<file path="config.mk">
export PLATFORM = sky130hd
export DESIGN_NAME = gpio_irq_bank
export DESIGN_NICKNAME = d
export VERILOG_FILES = /design/src/rtl/gpio_irq_pkg.sv /design/src/rtl/gpio_irq_sync.sv /design/src/rtl/gpio_irq_regs.sv /design/src/rtl/gpio_irq_detect.sv /design/src/rtl/gpio_irq_bank.sv
export SDC_FILE = /design/constraint.sdc
export NUM_CORES = 1
export LEC_CHECK = 0
export BUFFER_PORTS_ARGS = -buffer_cell sky130_fd_sc_hd__buf_2
export CAP_MARGIN = 20
export CORE_ASPECT_RATIO = 0.6
export CORE_MARGIN = 4
export CORE_UTILIZATION = 60
export DETAILED_ROUTE_END_ITERATION = 8
export GPL_ROUTABILITY_DRIVEN = 1
export PLACE_DENSITY = 0.87
export SLEW_MARGIN = 15
export SYNTH_ARGS = -nofsm -noshare
export SYNTH_HDL_FRONTEND = slang
export SYNTH_HIERARCHICAL = 1
export SYNTH_SLANG_ARGS = --single-unit
</file>
<file path="constraint.sdc">
create_clock -name clk_i -period 3.8 [get_ports clk_i]
set_clock_uncertainty 0.2 [all_clocks]
set_input_delay 0.76 -clock clk_i [delete_from_list [all_inputs] [get_ports clk_i]]
set_output_delay 0.76 -clock clk_i [all_outputs]
set_load 0.01 [all_outputs]
</file>
<file path="src/rtl/gpio_irq_pkg.sv">
package gpio_irq_pkg;
  localparam int unsigned BUS_DW = 32;
  localparam int unsigned BUS_AW = 8;

  localparam logic [BUS_AW-1:0] OFF_MODE   = 8'h00;
  localparam logic [BUS_AW-1:0] OFF_DIR    = 8'h04;
  localparam logic [BUS_AW-1:0] OFF_DOUT   = 8'h08;
  localparam logic [BUS_AW-1:0] OFF_DIN    = 8'h0C;
  localparam logic [BUS_AW-1:0] OFF_STAT   = 8'h10;
  localparam logic [BUS_AW-1:0] OFF_ACK    = 8'h14;
  localparam logic [BUS_AW-1:0] OFF_EN_AND = 8'h18;
  localparam logic [BUS_AW-1:0] OFF_EN_SET = 8'h1C;
  localparam logic [BUS_AW-1:0] OFF_POL    = 8'h20;
  localparam logic [BUS_AW-1:0] OFF_TRIG   = 8'h24;
  localparam logic [BUS_AW-1:0] OFF_BOTH   = 8'h4C;

  typedef struct packed {
    logic irq_mode;
    logic neg;
    logic edge_sel;
    logic both;
  } sense_cfg_t;
endpackage

</file>
<file path="src/rtl/gpio_irq_sync.sv">
module gpio_irq_sync #(
  parameter int unsigned WIDTH  = 32,
  parameter int unsigned STAGES = 2
) (
  input  logic             clk_i,
  input  logic             rst_ni,
  input  logic [WIDTH-1:0] d_i,
  output logic [WIDTH-1:0] q_o
);
  logic [WIDTH-1:0] stage_q [STAGES];

  always_ff @(posedge clk_i or negedge rst_ni) begin
    if (!rst_ni) stage_q[0] <= '0;
    else         stage_q[0] <= d_i;
  end

  for (genvar s = 1; s < STAGES; s++) begin : g_stage
    always_ff @(posedge clk_i or negedge rst_ni) begin
      if (!rst_ni) stage_q[s] <= '0;
      else         stage_q[s] <= stage_q[s-1];
    end
  end

  assign q_o = stage_q[STAGES-1];
endmodule

</file>
<file path="src/rtl/gpio_irq_regs.sv">
module gpio_irq_regs
  import gpio_irq_pkg::*;
#(
  parameter int unsigned NUM_PINS     = 32,
  parameter bit          BOTH_EDGE_EN = 1'b1
) (
  input  logic                clk_i,
  input  logic                rst_ni,
  input  logic                req_i,
  input  logic                we_i,
  input  logic [BUS_AW-1:0]   addr_i,
  input  logic [BUS_DW-1:0]   wdata_i,
  output logic [BUS_DW-1:0]   rdata_o,
  input  logic [NUM_PINS-1:0] din_i,
  input  logic [NUM_PINS-1:0] stat_i,
  output logic [NUM_PINS-1:0] mode_o,
  output logic [NUM_PINS-1:0] dir_o,
  output logic [NUM_PINS-1:0] dout_o,
  output logic [NUM_PINS-1:0] pol_o,
  output logic [NUM_PINS-1:0] trig_o,
  output logic [NUM_PINS-1:0] both_o,
  output logic [NUM_PINS-1:0] en_o,
  output logic [NUM_PINS-1:0] ack_o
);
  logic                wr;
  logic [NUM_PINS-1:0] wbits;
  logic [NUM_PINS-1:0] mode_q, dir_q, dout_q, pol_q, trig_q, en_q;
  logic [NUM_PINS-1:0] rd_bits;

  assign wr    = req_i & we_i;
  assign wbits = wdata_i[NUM_PINS-1:0];

  always_ff @(posedge clk_i or negedge rst_ni) begin
    if (!rst_ni) begin
      mode_q <= '0;
      dir_q  <= '0;
      dout_q <= '0;
      pol_q  <= '0;
      trig_q <= '0;
      en_q   <= '0;
    end else if (wr) begin
      case (addr_i)
        OFF_MODE:   mode_q <= wbits;
        OFF_DIR:    dir_q  <= wbits;
        OFF_DOUT:   dout_q <= wbits;
        OFF_POL:    pol_q  <= wbits;
        OFF_TRIG:   trig_q <= wbits;
        OFF_EN_AND: en_q   <= en_q & wbits;
        OFF_EN_SET: en_q   <= en_q | wbits;
        default: ;
      endcase
    end
  end

  if (BOTH_EDGE_EN) begin : g_both
    logic [NUM_PINS-1:0] both_q;
    always_ff @(posedge clk_i or negedge rst_ni) begin
      if (!rst_ni)                        both_q <= '0;
      else if (wr && addr_i == OFF_BOTH)  both_q <= wbits;
    end
    assign both_o = both_q;
  end else begin : g_no_both
    assign both_o = '0;
  end

  assign ack_o = (wr && addr_i == OFF_ACK) ? wbits : '0;

  always_comb begin
    rd_bits = '0;
    if (req_i && !we_i) begin
      case (addr_i)
        OFF_MODE:   rd_bits = mode_q;
        OFF_DIR:    rd_bits = dir_q;
        OFF_DOUT:   rd_bits = dout_q;
        OFF_DIN:    rd_bits = din_i;
        OFF_STAT:   rd_bits = stat_i;
        OFF_EN_AND: rd_bits = en_q;
        OFF_POL:    rd_bits = pol_q;
        OFF_TRIG:   rd_bits = trig_q;
        OFF_BOTH:   rd_bits = both_o;
        default:    rd_bits = '0;
      endcase
    end
    rdata_o = '0;
    rdata_o[NUM_PINS-1:0] = rd_bits;
  end

  assign mode_o = mode_q;
  assign dir_o  = dir_q;
  assign dout_o = dout_q;
  assign pol_o  = pol_q;
  assign trig_o = trig_q;
  assign en_o   = en_q;
endmodule

</file>
<file path="src/rtl/gpio_irq_detect.sv">
module gpio_irq_detect
  import gpio_irq_pkg::*;
#(
  parameter int unsigned NUM_PINS = 32
) (
  input  logic                clk_i,
  input  logic                rst_ni,
  input  logic [NUM_PINS-1:0] lvl_i,
  input  logic [NUM_PINS-1:0] mode_i,
  input  logic [NUM_PINS-1:0] pol_i,
  input  logic [NUM_PINS-1:0] trig_i,
  input  logic [NUM_PINS-1:0] both_i,
  input  logic [NUM_PINS-1:0] ack_i,
  output logic [NUM_PINS-1:0] stat_o
);
  for (genvar p = 0; p < NUM_PINS; p++) begin : g_pin
    sense_cfg_t cfg;
    logic prev_q, latch_q;
    logic act, act_prev, hit, fire;

    assign cfg      = '{irq_mode: mode_i[p], neg: pol_i[p], edge_sel: trig_i[p], both: both_i[p]};
    assign act      = lvl_i[p] ^ cfg.neg;
    assign act_prev = prev_q ^ cfg.neg;
    assign hit      = cfg.both ? (act ^ act_prev) : (act & ~act_prev);
    assign fire     = cfg.irq_mode & cfg.edge_sel & hit;

    always_ff @(posedge clk_i or negedge rst_ni) begin
      if (!rst_ni) begin
        prev_q  <= 1'b0;
        latch_q <= 1'b0;
      end else begin
        prev_q <= lvl_i[p];
        // a fresh edge outranks a simultaneous acknowledge
        if (fire)          latch_q <= 1'b1;
        else if (ack_i[p]) latch_q <= 1'b0;
      end
    end

    assign stat_o[p] = cfg.irq_mode & (cfg.edge_sel ? latch_q : act);
  end
endmodule

</file>
<file path="src/rtl/gpio_irq_bank.sv">
module gpio_irq_bank
  import gpio_irq_pkg::*;
#(
  parameter int unsigned NUM_PINS     = 32,
  parameter bit          BOTH_EDGE_EN = 1'b1
) (
  input  logic                clk_i,
  input  logic                rst_ni,
  input  logic                req_i,
  input  logic                we_i,
  input  logic [7:0]          addr_i,
  input  logic [31:0]         wdata_i,
  output logic [31:0]         rdata_o,
  input  logic [NUM_PINS-1:0] pin_i,
  output logic [NUM_PINS-1:0] pin_o,
  output logic [NUM_PINS-1:0] pin_oe_o,
  output logic                irq_o
);
  logic [NUM_PINS-1:0] lvl_w, mode_w, dir_w, dout_w, pol_w, trig_w, both_w, en_w, ack_w, stat_w;
  logic                irq_q;

  gpio_irq_sync #(.WIDTH(NUM_PINS), .STAGES(2)) sync_i (
    .clk_i (clk_i),
    .rst_ni(rst_ni),
    .d_i   (pin_i),
    .q_o   (lvl_w)
  );

  gpio_irq_regs #(.NUM_PINS(NUM_PINS), .BOTH_EDGE_EN(BOTH_EDGE_EN)) regs_i (
    .clk_i  (clk_i),
    .rst_ni (rst_ni),
    .req_i  (req_i),
    .we_i   (we_i),
    .addr_i (addr_i),
    .wdata_i(wdata_i),
    .rdata_o(rdata_o),
    .din_i  (lvl_w),
    .stat_i (stat_w),
    .mode_o (mode_w),
    .dir_o  (dir_w),
    .dout_o (dout_w),
    .pol_o  (pol_w),
    .trig_o (trig_w),
    .both_o (both_w),
    .en_o   (en_w),
    .ack_o  (ack_w)
  );

  gpio_irq_detect #(.NUM_PINS(NUM_PINS)) detect_i (
    .clk_i (clk_i),
    .rst_ni(rst_ni),
    .lvl_i (lvl_w),
    .mode_i(mode_w),
    .pol_i (pol_w),
    .trig_i(trig_w),
    .both_i(both_w),
    .ack_i (ack_w),
    .stat_o(stat_w)
  );

  always_ff @(posedge clk_i or negedge rst_ni) begin
    if (!rst_ni) irq_q <= 1'b0;
    else         irq_q <= |(stat_w & en_w);
  end

  assign pin_o    = dout_w;
  assign pin_oe_o = dir_w & ~mode_w;
  assign irq_o    = irq_q;
endmodule

</file>
== Yosys cells after proc, flatten, opt, wreduce, memory -nomap -nowiden ==
Cells that the tools add are included.

* Output and inout port bits: 97
* Register bits after elaboration: 353
* Word-level logic and storage cells: 523

* Reduce and logical (&&, ||, !) cells: 45
* Muxes and demuxes: 132
* Eq/ne operators: 10
* Bitwise logic cells: 262

{| class="wikitable"
|+ Operators with widths
! operator !! count
|-
| 32-bit case mux with 9 select lines || 1
|-
| 1-bit bitwise AND || 129
|-
| 1-bit 2-to-1 mux || 128
|-
| 32-bit bitwise AND || 3
|-
| 1-bit bitwise XOR || 96
|-
| 2-bit nonzero test || 33
|-
| 32-bit 2-to-1 mux || 2
|-
| 32-bit case mux with 2 select lines || 1
|-
| 8-bit by 5-bit equality test with 1-bit output (second input constant) || 4
|-
| 1-bit inverter || 32
|-
| 32-bit inverter || 1
|-
| 32-bit OR || 1
|-
| 32-bit OR reduction || 1
|-
| 8-bit by 4-bit equality test with 1-bit output (second input constant) || 2
|-
| 8-bit by 6-bit equality test with 1-bit output (second input constant) || 2
|-
| 2-bit AND reduction || 6
|-
| 8-bit by 3-bit equality test with 1-bit output (second input constant) || 1
|-
| 8-bit by 7-bit equality test with 1-bit output (second input constant) || 1
|-
| 8-bit zero test || 1
|-
| 1-bit logical AND || 3
|-
| 1-bit zero test || 1
|}

== Logic depth before layout (Yosys ltp) ==
* Depth after elaboration: 6
* Depth in mapped cells: 8
* Mapped depth without buffers: 6

== Hierarchy ==
The synthesis kept the hierarchy.

{| class="wikitable"
|+ By module, submodules not included
! module !! cells an instance !! instances !! area an instance (um2) !! seq. area each (um2)
|-
| gpio_irq_regs || 1004 || 1 || 11617.4 || 5605.4
|-
| gpio_irq_detect || 384 || 1 || 3923.8 || 1601.5
|-
| gpio_irq_sync || 96 || 1 || 1841.8 || 1601.5
|-
| gpio_irq_bank || 54 || 1 || 382.9 || 25.0
|}

== Least setup slack after synthesis ==
No wires, ideal clock.

* Path type: in2out
* From: in addr_i[4]
* To: out rdata_o[17]
* Stages: 5
* Path slack: 0.408 ns
* Arrival time: 2.432 ns
* Data required time: 2.840 ns
* Cell sequence: or3_1 buf_2 nor4_1 a222oi_1 a21oi_1

* Word-level cells in the longest chain between the ends: 3

{| class="wikitable"
|+ Ends and longest elaborated chain
! what !! RTL line !! RTL
|-
| from (decl) || gpio_irq_bank.sv:11 || <nowiki>input logic [7:0] addr_i,</nowiki>
|-
| 8-bit by 7-bit equality test with 1-bit output, or another cell as far along || gpio_irq_regs.sv:71 || <nowiki>case (addr_i)</nowiki>
|-
| 32-bit case mux with 9 select lines * || gpio_irq_regs.sv:71 ||
|-
| 32-bit 2-to-1 mux * || gpio_irq_regs.sv:70 || <nowiki>if (req_i && !we_i) begin</nowiki>
|-
| to (decl) || gpio_irq_bank.sv:13 || <nowiki>output logic [31:0] rdata_o,</nowiki>
|}

Mark *: on every way between the ends. The rest lies on a longest branch, timed or not.

== Worst setup path after layout ==
* From: in addr_i[3]
* To: out rdata_o[11]

Same word-level chain as after synthesis.

==> results.cfg <==
[die]
die_h_um = 141.3
io_pins = 173
core-area_mm2 = 0.02895
start_util_pct = 61.37
die_area_mm2 = 0.03252
die_w_um = 230.1
rows = 48

[final_layout]
final_layout_size_suffix_gt1_share_pct = 30.70
regArea_mm2 = 0.008833
finalNetCount = 1807
multi_input_area_mm2 = 0.008070
fin_area_mm2 = 0.02017
n_antenna_cell = 0
fillCellCount = 2064
fin_cells = 2120
areaGrowthSynthToFinish_pct = 13.53
final_util_pct = 69.68

[cts]
h-tree-depth = 2
clk_latency_ns = 0.53
ctsLongestPathBuffers = 3
cts_root_buf = clkbuf_16
cts_buffers = 34
clkSlewWorstSetupHoldPaths_ns = 0.06
post-cts-setup-buffers = 0
clkSinkCount = 353
cts_tree = yes

[synthesis]
ys_warn_count = 6
syn_area_mm2 = 0.01777
synth_top_flop_cell = dfrtp_1
synth_top_area_share_pct = 49.72
syn_nets = 1646
async_reset_ff_share_pct = 100.0
ys_types = 56
synthMostInstantiatedCell = dfrtp_1
syn_inst = 1538
synth_commonest_cells = dfrtp_1, mux2_2, nor2_1
synth.yosys.seq_area_share_pct = 49.72
synth_area_leaders = dfrtp_1, mux2_2, mux2_4
synth_area_per_cell_um2 = 11.55
yosys.area.top_type = dfrtp_1
ys_seq_elements = 353
synth-edff-count = 0

[worst_setup_path]
cp_top_family = simple AND/OR/NAND/NOR gates
worstPathArrival_ns = 2.75
cp_slowest_stage_delay_ns = 0.62
critPathBufInv = 3
critical_path_required_ns = 2.84
path_max_fanout = 23
critPathKind = input pin to output port
cp-start-kind = input pin
crit_top_cell = buf_2
crit_path_top_delay_cell = or3b_2
critPathCaptureType = output port
cp_cell_sequence = buf_2, buf_12, or3b_2, nor3_1, o21ai_0, a31oi_1, buf_2

[timing]
fin_crit_sh_pct = 97.74
tightest_slew_ns = 0.8506
fin_crit_ns = 3.714
hold_viol = 5
timing.fmax_ghz = 0.2693
tns_ns = 0
whs_ns = -0.006796
relSlewSlack_pct = 43.29
worst_slack_ns = 0.08597
maxSlewViolCount = 0
rsz0062_at_grt = false
setup_viol = 0

[status]
status = complete, but fails checks
violations = hold timing

[detailed_routing]
drtAntennaViolNets = 0
wl_per_cell_um = 25.30
via_per_inst = 6.440
drc = 0
wl_um = 53630
firstDrtPassIters = 5
vias = 13650
drtIter0Drc = 1963

[global_routing]
overflow = 0
antenna_found_initial = 1
grt_pass1_wl_um = 82140
grt_max_degree = 85
first_global_vias = 13800
grt_usage_pct = 32.65

[placed_design]
portBuffers = 172
place_ws_ns = -0.003648
dp_cells = 2063
place_hpwl_um = 36490
dpl_cell_area_mm2 = 0.01909
place_congestion = 1.001

[pwr]
leakage_nw = 10.09
ir_worst_vdd_mv = 0.3159
power_density_mw_per_mm2 = 393.4
report.power.total_mw = 7.934

[job]
drv_cap = 0

[min_path]
hp-class = input pin to async pin
## cell type report
| type | instances | area share (%) |
|---|---|---|
| multi-input combinational | 1011 | 40.01 |
| sequential | 353 | 43.80 |
| inverter | 62 | 1.154 |
| clock buffer | 45 | 4.727 |
| timing repair buffer | 237 | 7.233 |
| clock inverter | 12 | 0.5955 |
| tap | 400 | 2.481 |
## kinds of logic (layout without fill, tap and decap cells)
family | count (synthesis) | in the layout | share of synthesized area [%]
simple gates | 386 | 386 | 11.43
flops | 353 | 353 | 49.72
mux | 273 | 273 | 17.71
compound gates | 256 | 256 | 10.73
buf+inv | 174 | 356 | 5.000
xor+xnor | 64 | 64 | 3.155
fa+ha+maj | 32 | 32 | 2.254
## final timing paths
kind / from / endpoint / slack (ns) / cells after the start
worst max register to register: regs_i/pol_o[22]$_DFFE_PN0P_ / irq_o$_DFF_PN0_ / 1.06 / 5
worst min-delay path: rst_ni / sync_i/q_o[10]$_DFF_PN0_ / -0.007 / 1
min in group clk_i: pin_i[1] / sync_i/stage_q[33]$_DFF_PN0_ / 0.13 / 1
worst min register to register: sync_i/stage_q[54]$_DFF_PN0_ / sync_i/q_o[22]$_DFF_PN0_ / 0.15 / 0
max in group asynchronous: rst_ni / detect_i/g_pin[3].latch_q$_DFFE_PN0P_ / 2.44 / 2
worst max-delay path: addr_i[3] / rdata_o[11] / 0.09 / 7
## flip-flops by register name (all words and copies together), names as in the netlist
register	cells
regs_i/pol_o	32
regs_i/trig_o	32
sync_i/stage_q	32
detect_i/g_pin.prev_q	32
regs_i/both_o	32
regs_i/mode_o	32
regs_i/en_o	32
detect_i/g_pin.latch_q	32
regs_i/dout_o	32
sync_i/q_o	32
regs_i/dir_o	32
irq_o	1
## where the power goes
group / leakage (nW) / total, mW / switching, mW / internal (mW)
Clock: 0.532 / 3.36 / 1.46 / 1.91
Sequential: 4.53 / 3.98 / 0.108 / 3.87
Combinational: 5.03 / 0.590 / 0.358 / 0.232
Total: 10.1 / 7.93 / 1.92 / 6.01
## layer usage
layer	share of wire, %	routed length, um	vias up	GRT usage [%]
met3	12	6356	175	8.046
met1	41	21750	6807	46.29
met2	44	23420	881	49.30
met4	3.9	2088	2	12.46
met5	0.013	7	-	0
li1	-	-	5788	-
## cells in the final DEF (no fill, tap or decap), types with 6 or more instances in the layout
cell type | Yosys | routed
a21oi_1 | 44 | 44
a22o_1 | 8 | 8
a22oi_1 | 50 | 50
a31oi_1 | 26 | 26
a32o_1 | 8 | 8
and2_1 | 67 | 67
and3_1 | 15 | 15
buf_12 | 3 | 8
buf_2 | 23 | 171
buf_4 | 38 | 57
clkbuf_1 | 42 | 6
clkbuf_16 | 0 | 35
clkinv_2 | 0 | 7
dfrtp_1 | 353 | 353
ha_1 | 32 | 32
inv_1 | 62 | 62
mux2_1 | 6 | 6
mux2_2 | 194 | 194
mux2_4 | 30 | 30
mux2i_1 | 42 | 42
nand2_1 | 66 | 66
nand2b_1 | 35 | 35
nor2_1 | 108 | 108
nor2b_1 | 33 | 33
nor3_1 | 28 | 27
o211a_1 | 33 | 33
o21ai_0 | 21 | 21
o22ai_1 | 7 | 7
o2bb2ai_1 | 9 | 9
o32ai_1 | 42 | 42
xnor2_1 | 32 | 32
xor2_1 | 32 | 32
## repair_timing
action,in CTS,in global routing
hold buffers,0,0
endpoints found under the hold margin,0,0
resized for setup,1,0
setup endpoints to repair,3,0
No activity file was read; power rests on OpenSTA's default activity.
